File: src/rtl/pair_arrival_pkg.sv
package pair_arrival_pkg;
  localparam int unsigned NUM_STATES = 4;
  typedef logic [NUM_STATES-1:0] pa_state_t;

  // one-hot encodings
  localparam pa_state_t ST_WAIT = 4'b0001;
  localparam pa_state_t ST_HAVE_A = 4'b0010;
  localparam pa_state_t ST_HAVE_B = 4'b0100;
  localparam pa_state_t ST_FIRE = 4'b1000;
endpackage

File: src/rtl/pair_arrival_next.sv
module pair_arrival_next
  import pair_arrival_pkg::*;
(
  input  pa_state_t cur_state,
  input  logic      ev_a,
  input  logic      ev_b,
  output pa_state_t nxt_state,
  output logic      nxt_fire
);
  always_comb begin
    nxt_state = ST_WAIT;
    unique case (cur_state)
      ST_WAIT: begin
        if (ev_a && ev_b)  nxt_state = ST_FIRE;
        else if (ev_a)     nxt_state = ST_HAVE_A;
        else if (ev_b)     nxt_state = ST_HAVE_B;
        else               nxt_state = ST_WAIT;
      end
      ST_HAVE_A: nxt_state = ev_b ? ST_FIRE : ST_HAVE_A;
      ST_HAVE_B: nxt_state = ev_a ? ST_FIRE : ST_HAVE_B;
      ST_FIRE:   nxt_state = ST_WAIT;
      default:   nxt_state = ST_WAIT;
    endcase
    nxt_fire = (nxt_state == ST_FIRE);  // registered with the state
  end
endmodule

File: src/rtl/pair_arrival_reg.sv
module pair_arrival_reg #(
  parameter int unsigned WIDTH = 5,
  parameter logic [WIDTH-1:0] RESET_VAL = '0
) (
  input  logic             clk,
  input  logic             rst_n,
  input  logic [WIDTH-1:0] d,
  output logic [WIDTH-1:0] q
);
  // asynchronous active-low reset
  always_ff @(posedge clk or negedge rst_n) begin
    if (!rst_n) q <= RESET_VAL;
    else        q <= d;
  end
endmodule

File: src/rtl/pair_arrival_fsm.sv
module pair_arrival_fsm
  import pair_arrival_pkg::*;
(
  input  logic                  clk,
  input  logic                  rst_n,
  input  logic                  a_in,
  input  logic                  b_in,
  output logic                  o_out,
  output logic [NUM_STATES-1:0] state_o
);
  localparam int unsigned REG_W = NUM_STATES + 1;
  localparam logic [REG_W-1:0] REG_RST = {1'b0, ST_WAIT};

  pa_state_t        cur_q;
  pa_state_t        nxt_d;
  logic             fire_d;
  logic [REG_W-1:0] reg_q;

  pair_arrival_next u_next (
    .cur_state (cur_q),
    .ev_a      (a_in),
    .ev_b      (b_in),
    .nxt_state (nxt_d),
    .nxt_fire  (fire_d)
  );

  pair_arrival_reg #(.WIDTH(REG_W), .RESET_VAL(REG_RST)) u_reg (
    .clk   (clk),
    .rst_n (rst_n),
    .d     ({fire_d, nxt_d}),
    .q     (reg_q)
  );

  assign cur_q   = reg_q[NUM_STATES-1:0];
  assign state_o = cur_q;
  assign o_out   = reg_q[REG_W-1];
endmodule

File: config.mk
export PLATFORM = sky130hd
export DESIGN_NAME = pair_arrival_fsm
export DESIGN_NICKNAME = d
export VERILOG_FILES = /design/src/rtl/pair_arrival_pkg.sv /design/src/rtl/pair_arrival_next.sv /design/src/rtl/pair_arrival_reg.sv /design/src/rtl/pair_arrival_fsm.sv
export SDC_FILE = /design/constraint.sdc
export NUM_CORES = 1
export LEC_CHECK = 0
export BUFFER_PORTS_ARGS = -buffer_cell sky130_fd_sc_hd__buf_2
export CAP_MARGIN = 15
export CORE_AREA = 3 3 40 42
export CTS_CLUSTER_SIZE = 24
export DETAILED_ROUTE_END_ITERATION = 16
export DIE_AREA = 0 0 43 45
export GPL_TIMING_DRIVEN = 0
export HOLD_SLACK_MARGIN = 0.1
export SYNTH_ARGS = -nofsm -noshare
export SYNTH_HDL_FRONTEND = slang
export SYNTH_SLANG_ARGS = --single-unit
File: constraint.sdc
create_clock -name clk -period 1 [get_ports clk]
set_input_delay 0 -clock clk [delete_from_list [all_inputs] [get_ports clk]]
set_output_delay 0 -clock clk [all_outputs]
set_load 0.03 [all_outputs]
---- Word level (Yosys, flattened, before mapping) ----
Index checks and enable logic that the tools add are counted.
operators by class
  $add $sub $neg .......................... 0
  multiply operators ...................... 0
  div/mod/pow operators ................... 0
  $lt $le $gt $ge ......................... 0
  equality and inequality tests ........... 4
  shift operators ......................... 0
  muxes and demuxes ....................... 6
  bitwise gates (word level) .............. 0
  reductions and logical operators ........ 1
operators by type and width
  operator                                                               number
  4-bit two-way mux                                                      4
  4-bit one-hot mux with 3 select lines                                  1
  4-bit by 1-bit equality test with 1-bit output, second input constant  1
  4-bit by 2-bit equality test with 1-bit output, second input constant  1
  4-bit by 3-bit equality test with 1-bit output, second input constant  1
  4-bit equality test, second input constant                             1
  3-bit two-way mux                                                      1
  1-bit logical AND                                                      1
storage, ports and cells
  flip-flop bits (word level) ............. 5
  bits in latches ......................... 0
  RAM bits ................................ 0
  ROM bits ................................ 0
  input bits .............................. 4
  output and inout bits ................... 5
  logic and storage cells ................. 12
  memories kept ........................... 0

---- Logic depth before layout (Yosys ltp) ----
Gate-level depths: netlist of run 1.
  depth after elaboration ................. 5
  mapped depth ............................ 3
  gate-level depth less buffers ........... 3

---- Hierarchy ----
Synthesis of run 1 repeated with hierarchy kept, for this count alone.
unflattened totals
  cell total of the unflattened synthesis .. 22
  area, all modules ....................... 249.0 sq um
modules (own cells, without submodules)
  module             times used  cells each  area an instance (sq um)  seq. area each (sq um)
  pair_arrival_reg   1           5           126.4                     126.4
  pair_arrival_next  1           17          122.6                     0.0

---- Worst setup path after synthesis of run 1 ----
Ideal clock, no wire load.
  path type ............................... register to register
  start point ............................. register u_reg.q[0]
  end point ............................... register u_reg.q[3]
  library setup time ...................... 143 ps
  data arrival time ....................... 1079 ps
  required time ........................... 857 ps
  path slack .............................. -222 ps
  cell stages (with the launch flop) ...... 4
  path buffers ............................ 0
  clock period less this slack ............ 1222 ps
  cell sequence ........................... dfstp_2 > and2b_4 > o21ai_1 > a21oi_1
on the way
  word-level cells in the longest chain between the ends .. 2
  elaborated cells on any way between the ends .. 4
  classes of those cells .................. eq/ne (3); mux (1)
RTL lines
  item                                                                    line                     source
  start: declaration                                                      pair_arrival_reg.sv:8    output logic [WIDTH-1:0] q
  start signal: assignment                                                pair_arrival_reg.sv:12   if (!rst_n) q <= RESET_VAL;
  start signal: assignment                                                pair_arrival_reg.sv:13   else q <= d;
  4-bit by 3-bit equality test with 1-bit output (tied with other cells)  pair_arrival_next.sv:12  unique case (cur_state)
  4-bit one-hot mux with 3 select lines (*)                               pair_arrival_next.sv:12
  named net nxt_d[3]                                                      pair_arrival_fsm.sv:15   pa_state_t nxt_d;
Mark *: on every way through the listed nets, which the timed path passes. The rest lies on a longest branch.

---- Final worst setup path of run 1 ----
  start point ............................. register u_reg.q[0]
  end point ............................... register u_reg.q[4]
on the way
  word-level cells in the longest chain between the ends .. 3
  elaborated cells on any way between the ends .. 5
  classes of those cells .................. eq/ne (4); mux (1)
RTL lines
  item                                                                    line                     source
  4-bit by 3-bit equality test with 1-bit output (tied with other cells)  pair_arrival_next.sv:12
  4-bit one-hot mux with 3 select lines (*)                               pair_arrival_next.sv:12
  4-bit equality test (*)                                                 pair_arrival_next.sv:24  nxt_fire = (nxt_state == ST_FIRE);
  named net fire_d                                                        pair_arrival_fsm.sv:16   logic fire_d;
Marked as above.

==> results of run 1 <==
cells by family after synthesis:
| kind of cell | Yosys count |
|---|---|
| AO/OA/AOI/OAI | 6 |
| buffers and inverters | 1 |
| AND/OR/NAND/NOR | 10 |
| flip-flops | 5 |
cells in the mapped netlist, drive strengths merged:
cell	n
dfrtp	4
nor4	2
a21oi	3
o21ai	2
o311ai	1
inv	1
nor3b	1
and3b	1
nand3b	1
and2b	1
nor2	2
nor2b	2
dfstp	1
cell usage in the layout (no fill, tap or decap):
| cell | Yosys | routed |
|---|---|---|
| buf_2 | 0 | 8 |
| dlygate4sd3_1 | 0 | 5 |
| clkbuf_4 | 0 | 3 |
| dfrtp_1 | 4 | 3 |
| nor4_2 | 2 | 2 |
| a21oi_1 | 3 | 2 |
| nor2_1 | 2 | 2 |
| nor2b_2 | 0 | 1 |
| nor2b_1 | 2 | 1 |
| a21oi_2 | 0 | 1 |
| nand3b_1 | 1 | 1 |
| and2b_4 | 1 | 1 |
| and3b_2 | 0 | 1 |
| o21ai_4 | 0 | 1 |
| nor3b_1 | 1 | 1 |
| o21ai_0 | 1 | 1 |
| inv_1 | 1 | 1 |
| o311ai_2 | 1 | 1 |
| clkbuf_1 | 0 | 1 |
| buf_4 | 0 | 1 |
| dfstp_2 | 1 | 1 |
| dfrtp_2 | 0 | 1 |
layout make-up:
cell class / count / area (um2) / share of cell area [%]
Timing Repair Buffer: 14 / 97.6 / 23.6
Multi-Input combinational cell: 16 / 139 / 33.6
Tap cell: 15 / 18.8 / 4.55
Clock buffer: 4 / 26.3 / 6.36
Sequential cell: 5 / 128 / 30.9
Inverter: 1 / 3.75 / 0.909
per-layer routing:
layer / global-route usage, % / share of wire [%] / vias up
li1: - / - / 119
met1: 8.76 / 43 / 117
met2: 11.1 / 47 / 9
met3: 3.19 / 9.3 / 0
met4: 5.42 / 0 / 0
met5: 0 / 0 / -
final timing paths:
| check | start | to | slack [ns] | depth (start not counted) |
|---|---|---|---|---|
| min reg2reg | u_reg.q[2] | u_reg.q[1] | 0.52 | 1 |
| max reg2reg | u_reg.q[0] | u_reg.q[4] | -0.09 | 3 |
| max in group asynchronous | rst_n | u_reg.q[1] | 0.17 | 3 |
| min | rst_n | u_reg.q[0] | 0.26 | 2 |
| max | u_reg.q[0] | u_reg.q[4] | -0.09 | 3 |
| min in group clk | b_in | u_reg.q[1] | 0.48 | 3 |
power groups by stage:
stage	clock network [mW]	registers [mW]	logic [mW]
2_1_floorplan	0	0.490	0.170
3_3_place_gp	0	0.378	0.389
3_5_place_dp	0	0.379	0.393
4_1_cts	0.238	0.377	0.411
5_1_grt	0.249	0.392	0.509
6_report	0.229	0.374	0.470
repair_timing:
item / CTS / global route
hold buffers: 5 / 0
setup buffers: 0 / 1
hold endpoints to repair: 7 / 0
setup endpoints to repair: 5 / 6
resized for setup: 0 / 4
==> run summary, run 1 <==
top area cells in the synthesized netlist - dfrtp_1 (40%), dfstp_2 (11%), nor4_2 (10%)
Worst Hold Class - in2async
Max Clk Rate - 914 MHz
WP buf/inv - 0
pre-CTS setup slack - -0.110 ns
Mapped Avg Cell Area - 11.4 um2
setup TNS - -0.364 ns
row count - 13
# setup viols final - 6
Compound-Gate Fraction of Synth Area - 16.5%
outcome - complete, but fails checks
Post-Synth Adder-Cell Area - 0%
sequential power share - 34.9%
Synth Net Count - 26
Vias/cell - 4.45
area growth from synthesis to layout - 65.0%
grt ovf - 0
Slew Limit Fails - 0
Max Cap Viol - 0
P_int - 640 uW
aggregate routed wire length - 616 um
Crit Path Max Fanout - 6
unrepaired setup endpoints after global routing - yes
number of CTS-inserted buffers - 3
number of synthesis warnings - 0
top-area cell type share of the netlist area - 40.0%
relative slew slack - 85.1%
Detail Placement HPWL - 413 um
total power draw - 1.07 mW
# nets final - 45
synth unique cells - 14
Synth Area in XOR/XNOR - 0%
first-pass GRT wire length - 1010 um
CTS max path bufs - 2
IO Port Bufs - 8
core area - 1280 um2
synthesized flop and latch total - 5
placed cell count - 45
Root Buffer - clkbuf_4
Post-Syn Area - 250 um2
clock share of power - 21.4%
via count - 245
CP Launch Type - flip-flop
hold slack final - 0.256 ns
pwr dens - 2600 nW/um2
slowest CP cell - dfstp_2
Synth Area in Simple Gates - 31.5%
CP cell instances - and2b_4, o21ai_4, a21oi_1
dominant cell type by area after synthesis - dfrtp_1
largest reg by FF count - u_reg.q
WP data required - 1.12 ns
crit-path max cell delay - 0.56 ns
initial antenna violation count - 0
Worst-Skew Late Latency - 0.24 ns
Crit path max-delay family - flip-flops
P_leak - 0.178 nW
per-cell routed wire length - 11.2 um
Clock Sinks - 5
drt first pass iters - 2
Initial Util - 19.5%
register area share after synthesis - 50.5%
Final WS setup - -0.0935 ns
1st-iter DRT viols - 1
H-tree lvl count - 1
post-route minimum period - 1.09 ns
antenna fix cells - 0
biggest regs - u_reg.q x5
Setup crit end kind - flip-flop
Finished Cell Area - 413 um2
DRC - 0
Boundary Pins - 9
multiplexer share of the synthesized area - 0%
Sw Pwr - 433 uW
Clock Pin Slew Worst Setup and Hold Paths - 0.04 ns
Final Skew - 0.00333 ns
fin cells - 55
chip height - 45 um
crit share post-route - 109%
placed cell area - 314 um2
failing checks - setup timing
share of cells above drive strength 1 - 55.0%
die area - 1940 um2
width of the die - 43 um
Worst Max-Slew Pin Slew - 0.223 ns
WP data arrival - 1.21 ns
Sw Share - 40.4%
Final Hold Vio Count - 0
number of flip-flops in the largest register - 5
GR Util All Layers - 7.52%
CTS tree - done
Worst IR Drop VDD - 0.594 mV
GPL Wtd Cong - 0.741
Combinational Power Share - 43.7%
fillers - 141
largest net degree at the start of global routing - 8
vias in the first global route - 228
Final Core Density - 32.1%
cell count after synthesis - 22
largest family of logic cells by synthesized area - simple AND/OR/NAND/NOR gates
post-route ant nets - 0
Worst Path Class, Setup - reg2reg
Note: power is estimated with default switching activity, not from simulation.
==> run 2: changes to the inputs <==
--- a/config.mk
+++ b/config.mk
@@ -5,6 +5,7 @@
 export SDC_FILE = /design/constraint.sdc
 export NUM_CORES = 1
 export LEC_CHECK = 0
+export ABC_AREA = 1
 export BUFFER_PORTS_ARGS = -buffer_cell sky130_fd_sc_hd__buf_2
 export CAP_MARGIN = 15
 export CORE_AREA = 3 3 40 42
==> run summary, run 2 <==
drt first pass iters - 2 (unchanged)
RR Endpoint - u_reg.q[1]
Sw Share - 46.8% (+6.4 points)
Slew Limit Fails - 0 (unchanged)
Synth Flop Type - dfrtp_1
top area cells in the synthesized netlist - dfrtp_1 (38%), nand3_1 (13%), dfstp_2 (10%)
DRC - 0 (unchanged)
number of CTS-inserted buffers - 3 (unchanged)
GRT met2 Usage - 10.5% (-0.60 points)
ys async rst share - 100% (unchanged)
P_leak - 0.207 nW (+16%)
most frequent cell after synthesis - nand3_1
Setup crit end kind - flip-flop
WP data arrival - 1.18 ns (-0.03 ns)
most common cell after layout, fill and taps aside - buf_2
CTS tree - done
Combinational Power Share - 48.6% (+4.9 points)
setup bufs post-CTS - 0 (unchanged)
GPL Wtd Cong - 0.718 (-3.1%)
Sw Pwr - 543 uW (+25%)
met1 usage - 8.05% (-0.71 points)
Final Skew - 0.000205 ns (-0.00312 ns)
Clock Sinks - 5 (unchanged)
Vias/cell - 4.22 (-5.2%)
commonest non-fill, non-tap cells in the layout - buf_2 (8), nand2_1 (6), nand3_1 (6)
top-area cell type share of the netlist area - 38.5% (-1.5 points)
Max Cap Viol - 0 (unchanged)
CTS max path bufs - 2 (unchanged)
Mapped Avg Cell Area - 7.89 um2 (-31%)
GR Util All Layers - 7.19% (-0.33 points)
chip height - 45 um (unchanged)
Post-synth top cells - nand3_1 (7), nand2_1 (6), inv_1 (5)
crit share post-route - 101% (-8.4 points)
unrepaired setup endpoints after global routing - yes
Crit Path Max Fanout - 4 (-2)
Final Hold Vio Count - 0 (unchanged)
outcome - complete, but fails checks
synth unique cells - 12 (-2)
Root Buffer - clkbuf_4
aggregate routed wire length - 584 um (-5.2%)
H-tree lvl count - 1 (unchanged)
post-route minimum period - 1.01 ns (-0.0837 ns)
Post-synth EDFFs - 0 (unchanged)
clock share of power - 20.0% (-1.4 points)
biggest regs - u_reg.q x5
fin cells - 63 (+15%)
setup TNS - -0.0195 ns (+0.344 ns)
Finished Cell Area - 404 um2 (-2.1%)
register area share after synthesis - 48.6% (-1.9 points)
core area - 1280 um2 (unchanged)
hold slack final - 0.105 ns (-0.151 ns)
first-pass GRT wire length - 952 um (-6.1%)
Worst Path Class, Setup - reg2reg
Final Core Density - 31.5% (-0.68 points)
Worst Hold Class - in2async
Boundary Pins - 9 (unchanged)
Worst-Skew Late Latency - 0.24 ns (about the same)
antenna fix cells - 0 (unchanged)
Worst IR Drop VDD - 0.507 mV (-15%)
initial antenna violation count - 0 (unchanged)
failing checks - setup timing
area growth from synthesis to layout - 55.3%
per-cell routed wire length - 9.27 um (-17%)
Synth Net Count - 37 (+42%)
via count - 266 (+8.6%)
placed cell area - 329 um2 (+4.8%)
cell count after synthesis - 33 (+50%)
gr busiest metal - met4
number of flip-flops in the largest register - 5 (unchanged)
Worst Max-Slew Pin Slew - 0.193 ns (-0.0298 ns)
grt ovf - 0 (unchanged)
CP Launch Type - flip-flop
IO Port Bufs - 8 (unchanged)
placed cell count - 56 (+24%)
row count - 13 (unchanged)
pwr dens - 2870 nW/um2 (+10%)
largest reg by FF count - u_reg.q
Max Clk Rate - 990 MHz (+8.3%)
Clock Pin Slew Worst Setup and Hold Paths - 0.04 ns (about the same)
vias in the first global route - 248 (+8.8%)
share of cells above drive strength 1 - 43.8% (-11 points)
Worst Reg-to-Reg Cells - 4 (+1)
die area - 1940 um2 (unchanged)
sequential power share - 31.4% (-3.5 points)
largest net degree at the start of global routing - 7 (-1)
met3 track demand over resource - 0% (-3.2 points)
fillers - 142 (+0.71%)
WP data required - 1.17 ns (+0.05 ns)
Initial Util - 20.3% (+0.78 points)
# setup viols final - 2 (-4)
relative slew slack - 87.1% (+2.0 points)
worst r2r src - u_reg.q[0]
synthesized flop and latch total - 5 (unchanged)
Detail Placement HPWL - 444 um (+7.5%)
width of the die - 43 um (unchanged)
post-route ant nets - 0 (unchanged)
dominant cell type by area after synthesis - dfrtp_1
P_int - 618 uW (-3.5%)
r2r setup slk - -0.01 ns (+0.08 ns)
Final WS setup - -0.00984 ns (+0.0837 ns)
1st-iter DRT viols - 4 (+3)
number of synthesis warnings - 0 (unchanged)
Post-Syn Area - 260 um2 (+4.0%)
# nets final - 53 (+18%)
-- run 2: cell type report --
cell class	instances	area, um2	area share (%)
clock buffers	4	26.3	6.50
multi-input cells	23	144	35.6
inverters	5	18.8	4.64
repair buffers	11	70.1	17.3
well taps	15	18.8	4.64
flip-flops and latches	5	126	31.3
-- run 2: worst max-delay path, cell delays in order (launching register included) --
cell	delay (ns)
dfstp_2	0.56
inv_2	0.05
nor2_4	0.12
nand2_4	0.08
o21ai_2	0.13
-- run 2: worst max path at each step --
stage               start         end  slack (ns)
2_1_floorplan  u_reg.q[0]  u_reg.q[1]       -0.07
3_3_place_gp   u_reg.q[0]  u_reg.q[1]      -0.002
3_5_place_dp   u_reg.q[0]  u_reg.q[1]       -0.01
4_1_cts        u_reg.q[0]  u_reg.q[1]       -0.01
5_1_grt        u_reg.q[0]  u_reg.q[1]       -0.05
6_report       u_reg.q[0]  u_reg.q[1]       -0.01
-- run 2: metal layers --
metal	part of all wire [%]	vias to the layer above	wire (um)
li1	-	137	-
met1	43	114	249
met2	47	12	274
met3	6.0	3	35
met4	4.3	0	25
met5	0	-	0
-- run 2: kinds of logic (layout without fill, tap and decap cells) --
logic type / Yosys count / after routing / synth area share (%)
flip-flops: 5 / 5 / 48.6
buffers and inverters: 5 / 20 / 7.21
AND/OR/NAND/NOR: 21 / 21 / 38.9
AO/OA/AOI/OAI: 2 / 2 / 5.29
-- run 2: through the flow --
step	total power, mW	worst slack (ns)
floorplan	0.738	-0.0691
global placement	0.864	-0.00200
detailed placement	0.866	-0.0104
CTS	1.11	-0.0111
global route	1.25	-0.0509
finish	1.16	-0.00984
-- run 2: power by group through the flow --
stage / Sequential, mW / Clock [mW] / Combinational (mW)
final: 0.364 / 0.232 / 0.564
after global routing: 0.376 / 0.243 / 0.626
after CTS: 0.350 / 0.240 / 0.520
after detailed placement: 0.353 / 0 / 0.513
after global placement: 0.349 / 0 / 0.515
after floorplan: 0.491 / 0 / 0.247
-- run 2: what timing repair did --
action / in CTS / in global routing
endpoints found under the setup margin: 2 / 5
hold buffers: 3 / 0
pin swaps: 2 / 0
hold endpoints to repair: 10 / 0
resized for setup: 0 / 5
